**src/rtl/palette_pkg.sv**
```systemverilog
package palette_pkg;
  localparam int ADDR_MODE  = 8;
  localparam int ADDR_EDGE  = 9;
  localparam int ADDR_VBL   = 10;
  localparam int ADDR_BURST = 11;
endpackage

```
**src/rtl/palette_burst_ptr.sv**
```systemverilog
module palette_burst_ptr #(
  parameter int IDX_W = 3
) (
  input  logic             clk,
  input  logic             rst_n,
  input  logic             wr_en,
  input  logic             burst_hit,
  output logic [IDX_W-1:0] ptr
);
  logic [IDX_W-1:0] ptr_d, ptr_q;
  logic             ptr_en;

  always_comb begin
    ptr_en = wr_en;
    if (burst_hit) ptr_d = ptr_q - 1'b1;
    else           ptr_d = '1;
  end

  always_ff @(posedge clk or negedge rst_n) begin
    if (!rst_n)      ptr_q <= '1;
    else if (ptr_en) ptr_q <= ptr_d;
  end

  assign ptr = ptr_q;
endmodule

```
**src/rtl/palette_regfile.sv**
```systemverilog
module palette_regfile #(
  parameter int NREG   = 8,
  parameter int DATA_W = 8,
  parameter int ADDR_W = 5,
  parameter int IDX_W  = 3
) (
  input  logic                   clk,
  input  logic                   rst_n,
  input  logic                   wr_en,
  input  logic [ADDR_W-1:0]      wr_addr,
  input  logic [DATA_W-1:0]      wr_data,
  input  logic                   burst_hit,
  input  logic [IDX_W-1:0]       ptr,
  output logic [NREG*DATA_W-1:0] pal_flat
);
  for (genvar i = 0; i < NREG; i++) begin : g_entry
    logic              we;
    logic [DATA_W-1:0] q;
    always_comb begin
      we = (wr_en && !burst_hit && wr_addr == ADDR_W'(i))
        || (burst_hit && ptr == IDX_W'(i));
    end
    always_ff @(posedge clk or negedge rst_n) begin
      if (!rst_n)  q <= '0;
      else if (we) q <= wr_data;
    end
    assign pal_flat[i*DATA_W +: DATA_W] = q;
  end
endmodule

```
**src/rtl/palette_ctrl_regs.sv**
```systemverilog
module palette_ctrl_regs #(
  parameter int DATA_W = 8,
  parameter int ADDR_W = 5
) (
  input  logic              clk,
  input  logic              rst_n,
  input  logic              wr_en,
  input  logic [ADDR_W-1:0] wr_addr,
  input  logic [DATA_W-1:0] wr_data,
  output logic              hires,
  output logic [DATA_W-1:0] edge_reg,
  output logic [DATA_W-1:0] vbl_reg
);
  import palette_pkg::*;
  logic mode_we, edge_we, vbl_we;

  always_comb begin
    mode_we = wr_en && wr_addr == ADDR_W'(ADDR_MODE);
    edge_we = wr_en && wr_addr == ADDR_W'(ADDR_EDGE);
    vbl_we  = wr_en && wr_addr == ADDR_W'(ADDR_VBL);
  end

  always_ff @(posedge clk or negedge rst_n) begin
    if (!rst_n) begin
      hires    <= 1'b0;
      edge_reg <= '0;
      vbl_reg  <= '0;
    end else begin
      if (mode_we) hires    <= wr_data[0];
      if (edge_we) edge_reg <= wr_data;
      if (vbl_we)  vbl_reg  <= wr_data;
    end
  end
endmodule

```
**src/rtl/palette_pix_sel.sv**
```systemverilog
module palette_pix_sel #(
  parameter int CODE_W = 2,
  parameter int DATA_W = 8,
  parameter int HPOS_W = 9
) (
  input  logic [(2**(CODE_W+1))*DATA_W-1:0] pal_flat,
  input  logic                              hires,
  input  logic [DATA_W-1:0]                 edge_reg,
  input  logic [DATA_W-1:0]                 vbl_reg,
  input  logic [HPOS_W-1:0]                 hpos,
  input  logic [DATA_W-1:0]                 vpos,
  input  logic [CODE_W-1:0]                 pix_code,
  output logic [DATA_W-1:0]                 color_d
);
  localparam int BND_W = DATA_W - CODE_W;
  localparam int IDX_W = CODE_W + 1;

  logic [HPOS_W-1:0] col;
  logic [HPOS_W-1:0] bnd;
  logic              right_side;
  logic              blanked;
  logic [IDX_W-1:0]  idx;

  always_comb begin
    col        = hires ? (hpos >> 3) : (hpos >> 2);
    bnd        = {{(HPOS_W-BND_W){1'b0}}, edge_reg[BND_W-1:0]};
    right_side = col >= bnd;
    blanked    = vpos >= vbl_reg;
    if (blanked) idx = {1'b1, edge_reg[DATA_W-1 -: CODE_W]};
    else         idx = {~right_side, pix_code};
    color_d = pal_flat[idx*DATA_W +: DATA_W];
  end
endmodule

```
**src/rtl/split_palette.sv**
```systemverilog
module split_palette #(
  parameter int CODE_W = 2,
  parameter int DATA_W = 8,
  parameter int ADDR_W = 5,
  parameter int HPOS_W = 9
) (
  input  logic              clk,
  input  logic              rst_n,
  input  logic              wr_en,
  input  logic [ADDR_W-1:0] wr_addr,
  input  logic [DATA_W-1:0] wr_data,
  input  logic              burst_mode,
  input  logic [HPOS_W-1:0] hpos,
  input  logic [DATA_W-1:0] vpos,
  input  logic [CODE_W-1:0] pix_code,
  output logic [DATA_W-1:0] color_out
);
  import palette_pkg::*;
  localparam int IDX_W = CODE_W + 1;
  localparam int NREG  = 2 ** IDX_W;

  logic                   rst_m, rst_s;
  logic                   burst_hit;
  logic [IDX_W-1:0]       ptr;
  logic [NREG*DATA_W-1:0] pal_flat;
  logic                   hires;
  logic [DATA_W-1:0]      edge_reg, vbl_reg;
  logic [DATA_W-1:0]      color_d, color_q;

  always_ff @(posedge clk or negedge rst_n) begin
    if (!rst_n) {rst_s, rst_m} <= 2'b00;
    else        {rst_s, rst_m} <= {rst_m, 1'b1};
  end

  assign burst_hit = wr_en && burst_mode && wr_addr == ADDR_W'(ADDR_BURST);

  palette_burst_ptr #(.IDX_W(IDX_W)) u_ptr (
    .clk(clk), .rst_n(rst_s), .wr_en(wr_en), .burst_hit(burst_hit), .ptr(ptr)
  );

  palette_regfile #(.NREG(NREG), .DATA_W(DATA_W), .ADDR_W(ADDR_W), .IDX_W(IDX_W)) u_regs (
    .clk(clk), .rst_n(rst_s), .wr_en(wr_en), .wr_addr(wr_addr), .wr_data(wr_data),
    .burst_hit(burst_hit), .ptr(ptr), .pal_flat(pal_flat)
  );

  palette_ctrl_regs #(.DATA_W(DATA_W), .ADDR_W(ADDR_W)) u_ctrl (
    .clk(clk), .rst_n(rst_s), .wr_en(wr_en), .wr_addr(wr_addr), .wr_data(wr_data),
    .hires(hires), .edge_reg(edge_reg), .vbl_reg(vbl_reg)
  );

  palette_pix_sel #(.CODE_W(CODE_W), .DATA_W(DATA_W), .HPOS_W(HPOS_W)) u_sel (
    .pal_flat(pal_flat), .hires(hires), .edge_reg(edge_reg), .vbl_reg(vbl_reg),
    .hpos(hpos), .vpos(vpos), .pix_code(pix_code), .color_d(color_d)
  );

  always_ff @(posedge clk or negedge rst_s) begin
    if (!rst_s) color_q <= '0;
    else        color_q <= color_d;
  end

  assign color_out = color_q;
endmodule

```
**config.mk**
```make
export PLATFORM = sky130hd
export DESIGN_NAME = split_palette
export DESIGN_NICKNAME = d
export VERILOG_FILES = /design/src/rtl/palette_pkg.sv /design/src/rtl/palette_burst_ptr.sv /design/src/rtl/palette_regfile.sv /design/src/rtl/palette_ctrl_regs.sv /design/src/rtl/palette_pix_sel.sv /design/src/rtl/split_palette.sv
export SDC_FILE = /design/constraint.sdc
export NUM_CORES = 1
export LEC_CHECK = 0
export BUFFER_PORTS_ARGS = -buffer_cell sky130_fd_sc_hd__buf_4
export CAP_MARGIN = 5
export CORE_UTILIZATION = 54
export CTS_BUF_LIST = sky130_fd_sc_hd__clkbuf_8
export DETAILED_ROUTE_END_ITERATION = 7
export HOLD_SLACK_MARGIN = 0.1
export PLACE_DENSITY = 0.74
export REMOVE_ABC_BUFFERS = 1
export SLEW_MARGIN = 10
export SYNTH_ARGS = -nofsm -noshare
export SYNTH_HDL_FRONTEND = slang
export SYNTH_HIERARCHICAL = 1
export SYNTH_SLANG_ARGS = --single-unit
```
**constraint.sdc**
```tcl
create_clock -name clk -period 2.7 [get_ports clk]
set_clock_uncertainty 0.15 [all_clocks]
set_input_delay 0.405 -clock clk [delete_from_list [all_inputs] [get_ports clk]]
set_output_delay 0.405 -clock clk [all_outputs]
set_load 0.005 [all_outputs]
```
Yosys cells after proc, flatten, opt, wreduce, memory -nomap -nowiden
Index checks and enable logic that the tools add are counted.
- output and inout bits: 8
- latch bits: 0
- memory bits (writable): 0
- input port bits: 36
- word-level logic and storage cells: 74
- memories: 0
- register bits: 94
- bits in read-only memories: 0
- eq/ne operators: 18
- bitwise logic cells: 1
- $mul: 0
- multiplexer cells: 3
- reductions and logical operators: 33
- divide/modulo/power cells: 0
- shift-type cells: 1
- magnitude comparators: 2
- add/subtract/negate cells: 1
- operators by type and width (operator ; count):
    $shiftx 64x7->8 ; 1
    $logic_and 1x1->1 ; 22
    $eq 5x3->1 const B ; 4
    $eq 5x4->1 const B ; 4
    $eq 3x3->1 const B ; 4
    $eq 5x2->1 const B ; 2
    $ge 9x6->1 ; 1
    $ge 8x8->1 ; 1
    $logic_or 1x1->1 ; 8
    $mux 7 ; 1
    $eq 3x2->1 const B ; 2
    $mux 3 ; 2
    $eq 5x1->1 const B ; 1
    $logic_not 5->1 ; 1
    $eq 3x1->1 const B ; 1
    $logic_not 3->1 ; 1
    $sub 3x1->3 const B ; 1
    $logic_not 1->1 ; 1
    $not 1->1 ; 1

Depth between registers and ports, before layout
- depth in word-level cells: 6
- depth in mapped cells: 10
- gate-level depth less buffers: 9

By module
The synthesis kept the hierarchy.
- by module, submodules not included (module ; instances ; area each (um2) ; seq. area each (um2) ; cells each):
    palette_regfile ; 1 ; 2571.2 ; 1601.5 ; 153
    palette_pix_sel ; 1 ; 1041.0 ; 0.0 ; 152
    palette_ctrl_regs ; 1 ; 680.7 ; 425.4 ; 39
    split_palette ; 1 ; 275.3 ; 250.2 ; 13
    palette_burst_ptr ; 1 ; 151.4 ; 78.8 ; 14

Worst setup path before layout
OpenSTA, ideal clock, no wires.
- path kind: flip-flop to flip-flop
- from: reg u_ctrl.hires
- to: reg color_q[7] (netlist: color_out[7])
- path slack: 0.059 ns
- path buffers: 1
- library setup time: 0.120 ns
- data required time: 2.430 ns
- stages on the path, launching flop included: 10
- data arrival time: 2.372 ns
- path through: dfrtp_1 buf_2 mux2_2 ha_1 a21o_1 a211oi_1 o21ai_0 a21oi_1 nand3_1 and3_1
- longest elaborated chain between the ends: 5
- ends and longest elaborated chain (what ; line ; source):
    from (decl) ; palette_ctrl_regs.sv:10 ; output logic hires,
    from (signal assigned) ; palette_ctrl_regs.sv:29 ; if (mode_we) hires <= wr_data[0];
    $mux 7 ; palette_pix_sel.sv:25 ; col = hires ? (hpos >> 3) : (hpos >> 2);
    $ge 9x6->1 ; palette_pix_sel.sv:27 ; right_side = col >= bnd;
    $not 1->1 ; palette_pix_sel.sv:30 ; else idx = {~right_side, pix_code};
    $mux 3 ; palette_pix_sel.sv:29 ; if (blanked) idx = {1'b1, edge_reg[DATA_W-1 -: CODE_W]};
    $shiftx 64x7->8 ; palette_pix_sel.sv:31 ; color_d = pal_flat[idx*DATA_W +: DATA_W];
    net color_d[7] ; split_palette.sv:28 ; logic [DATA_W-1:0] color_d, color_q;
    to (signal assigned) ; split_palette.sv:58 ; else color_q <= color_d;
    to (decl) ; split_palette.sv:28 ;
The timed path passes the listed nets, and every way through them passes these cells.
A chain may end at the register's enable or synchronous reset.

Worst setup path after layout
- from: reg u_ctrl.vbl_reg[0]
- to: reg color_q[6] (netlist: color_out[6])
- longest elaborated chain between the ends: 3
- ends and longest elaborated chain (what ; line ; source):
    from (decl) ; palette_ctrl_regs.sv:12 ; output logic [DATA_W-1:0] vbl_reg
    from (signal assigned) ; palette_ctrl_regs.sv:31 ; if (vbl_we) vbl_reg <= wr_data;
    $ge 8x8->1 ; palette_pix_sel.sv:28 ; blanked = vpos >= vbl_reg;
    $mux 3 ; palette_pix_sel.sv:29 ;
    $shiftx 64x7->8 ; palette_pix_sel.sv:31 ;
    net color_d[6] ; split_palette.sv:28 ;
The timed path passes the listed nets, and every way through them passes these cells.

==> metrics.txt <==
outcome=finished, final reports clean; Synth Register Bits=between 90 and 100; Fmax=between 300 and 400 MHz; total CTS buffers=9; Largest register FFs=64; Critical Path Fanout Max=12; met2 routed WL=just over 5000 microns; row count=33; Top Layer Used=met4; Vias=roughly 3200; M1 wire length=4460 microns; average routed wire per standard cell=18.8 microns; first-pass GRT wire length=16400 microns; port buffer count=41; worst setup path startpoint=u_ctrl/vbl_reg[0]$_DFFE_PN0P_; Synth area leaders=dfrtp_1 (48%), mux2_2 (21%), ha_1 (4.0%); Main synth FF type=dfrtp_1; die area=9120 sq um; post-synthesis sequential area ratio=49.9%; GR Overflow Total=0; Pre-antenna DRT Iters=4; gr usage total=between 20% and 30%; final core occ=66.6%; fillers=~630; syn_area_per_cell=~13 sq um; Starting Density=56.6%; area leader, netlist=dfrtp_1; PD cells=just over 700 nW/um^2; antenna fix cells=0; hold path start=wr_en; routed wl met3=455 microns; clock sinks=94; IO Pins=44; area share of the largest cell type after synthesis=between 40% and 50%; Clk Latency, worst-skew pair=roughly 360 ps; core area=8340 sq um; Syn Inst Count=roughly 370; Routed WL=between 10000 and 15000 microns; hpwl dp=6560 microns; CTS Root Cell=clkbuf_8; Hold Fails Final Rpt=0; number of global-route vias before repair=between 3000 and 4000; Die Width=95.5 microns; final slew viol count=0; worst path arrival time=2700 ps; Finished Layout Cells=about 550; maxcap violations=0; clk slew on worst S/H paths=roughly 90 ps; largest net degree at the start of global routing=76; DRC viols=0; min cycle time layout=around 2600 ps; maximum VDD drop=0.391 mV; worst path required time=roughly 2800 ps; dpl cells=526; nets=approximately 490; Final Wtd Congestion=roughly 0.75; via/cell ratio=5.85; Worst setup SP type=register; YS warnings=6; setup violators final=0; Syn Std Cell Area=approximately 4700 sq um; CTS tree=yes; Post-synth EDFFs=0; cell leakage power=0.00258 uW; unrepaired setup endpoints after global routing=false; count of cell types in the netlist=52; Die Span Y=95.5 microns; H-tree lvl count=3; Worst R2R Start=u_ctrl/vbl_reg[0]$_DFFE_PN0P_; fraction of the cycle the final worst path needs=between 90% and 100%; CP Capture Type=register; clock tree buffer depth=2; share of post-route cells with drive strength above 1=between 40% and 50%; initial antenna violation count=0; Biggest register=u_regs/g_entry.q; asr flop ratio synth=100%; Final ANT Viol Nets=0; Iter 0 DRT Violations=160; Slew @ Worst Pin=roughly 950 ps; Layout area overhead=17.7%; max_slew headroom=around 37%; Hold Path Class=primary input to register; crit path kind=register to register
metal layers:
metal / vias up / track usage [%]
met5: - / 0
met4: 0 / 7.71
met3: 18 / 4.39
met2: 75 / 42.5
met1: 1621 / 31.4
li1: 1490 / -
cells by family after synthesis:
family                   Yosys count  synth area share (%)
AO/OA/AOI/OAI                     32                  6.92
adder cells (fa/ha/maj)           15                  3.98
buffers and inverters             24                  2.41
flip-flops                        94                  49.9
multiplexers                      98                  23.3
other                              1                0.0795
AND/OR/NAND/NOR                  107                  13.4
layout make-up:
cell class | instances | area (sq um) | area share (%)
Clock buffer | 10 | 138 | 2.48
Clock inverter | 6 | 68.8 | 1.24
Inverter | 17 | 63.8 | 1.15
Multi-Input combinational cell | 254 | 2280 | 41.1
Sequential cell | 94 | 2360 | 42.5
Tap cell | 105 | 131 | 2.36
Timing Repair Buffer | 62 | 510 | 9.19
report_power, final:
group | leakage [uW] | switching [uW] | internal, uW
clock network | 0.000109 | 503 | 460
logic | 0.00129 | 531 | 649
registers | 0.00118 | 167 | 1710
final timing paths:
path | end | slack (ps) | cells after the start
max reg2reg | color_out[6]$_DFF_PN0_ | 100 | 11
min reg2reg | rst_s$_DFF_PN0_ | 210 | 0
min | u_ptr/ptr[1]$_DFFE_PN1P_ | 130 | 2
max | color_out[6]$_DFF_PN0_ | 100 | 11
max in group asynchronous | u_regs/g_entry[6].q[5]$_DFFE_PN0P_ | 1350 | 1
min in group asynchronous | rst_s$_DFF_PN0_ | 210 | 2
cell usage after synthesis (2+ instances only):
cell type / count
a32oi_1: 8
nor4b_2: 2
nor4bb_1: 3
ha_1: 15
and4bb_4: 2
mux2_2: 86
and3_1: 8
o21a_1: 4
buf_2: 3
nand3_1: 17
and4b_1: 2
nand4_1: 3
nand2_1: 49
buf_6: 2
a21oi_2: 5
nor3_2: 3
dfrtp_1: 91
dfstp_2: 3
mux2i_1: 10
nor3b_1: 2
inv_1: 17
nor2_1: 5
nand3b_4: 2
what timing repair did:
item / CTS / global route
endpoints found under the setup margin: 8 / 8
endpoints found under the hold margin: 2 / 0
gates resized for setup: 2 / 4
hold buffers: 1 / 0
gates cloned: 0 / 2
pin swaps: 0 / 3
setup buffers: 0 / 3
per-stage QoR:
stage          hold slack (ps)  instance area, sq um  worst slack, ps  total power [uW]  TNS (ps)
6_report                   133                  5560              103              4020         0
5_1_grt                    128                  5560             1.48              4270         0
4_1_cts                    119                  5480             69.0              3980         0
3_5_place_dp              38.1                  5260            -66.8              3010      -371
3_3_place_gp              36.9                  5260            -24.8              2950     -76.9
2_1_floorplan            -40.6                  4670             -257              2550    -22980
critical path, stage by stage (launching register included):
cell       delay (ps)
dfrtp_1           390
ha_1              270
nand2b_4          150
a2111oi_4         390
o31ai_4           150
buf_4             170
mux2i_4           190
buf_4             160
clkbuf_16         160
nand2_1            70
nand3_1            60
and3_1            180
layout by cell type, fill, tap and decap left out, types with 3 or more instances in the layout:
master    Yosys  final
dfrtp_1      91     89
mux2_2       86     86
buf_4         1     58
nand2_1      49     49
inv_1        17     18
nand3_1      17     17
ha_1         15     15
clkbuf_8      0     10
mux2i_1      10     10
a32oi_1       8      8
and3_1        8      8
nor2_1        5      5
a21oi_2       5      5
o21a_1        4      4
nand4_1       3      3
nor3_2        3      3
dfstp_2       3      3
nor4bb_1      3      3
Note: power is estimated with default switching activity, not from simulation.
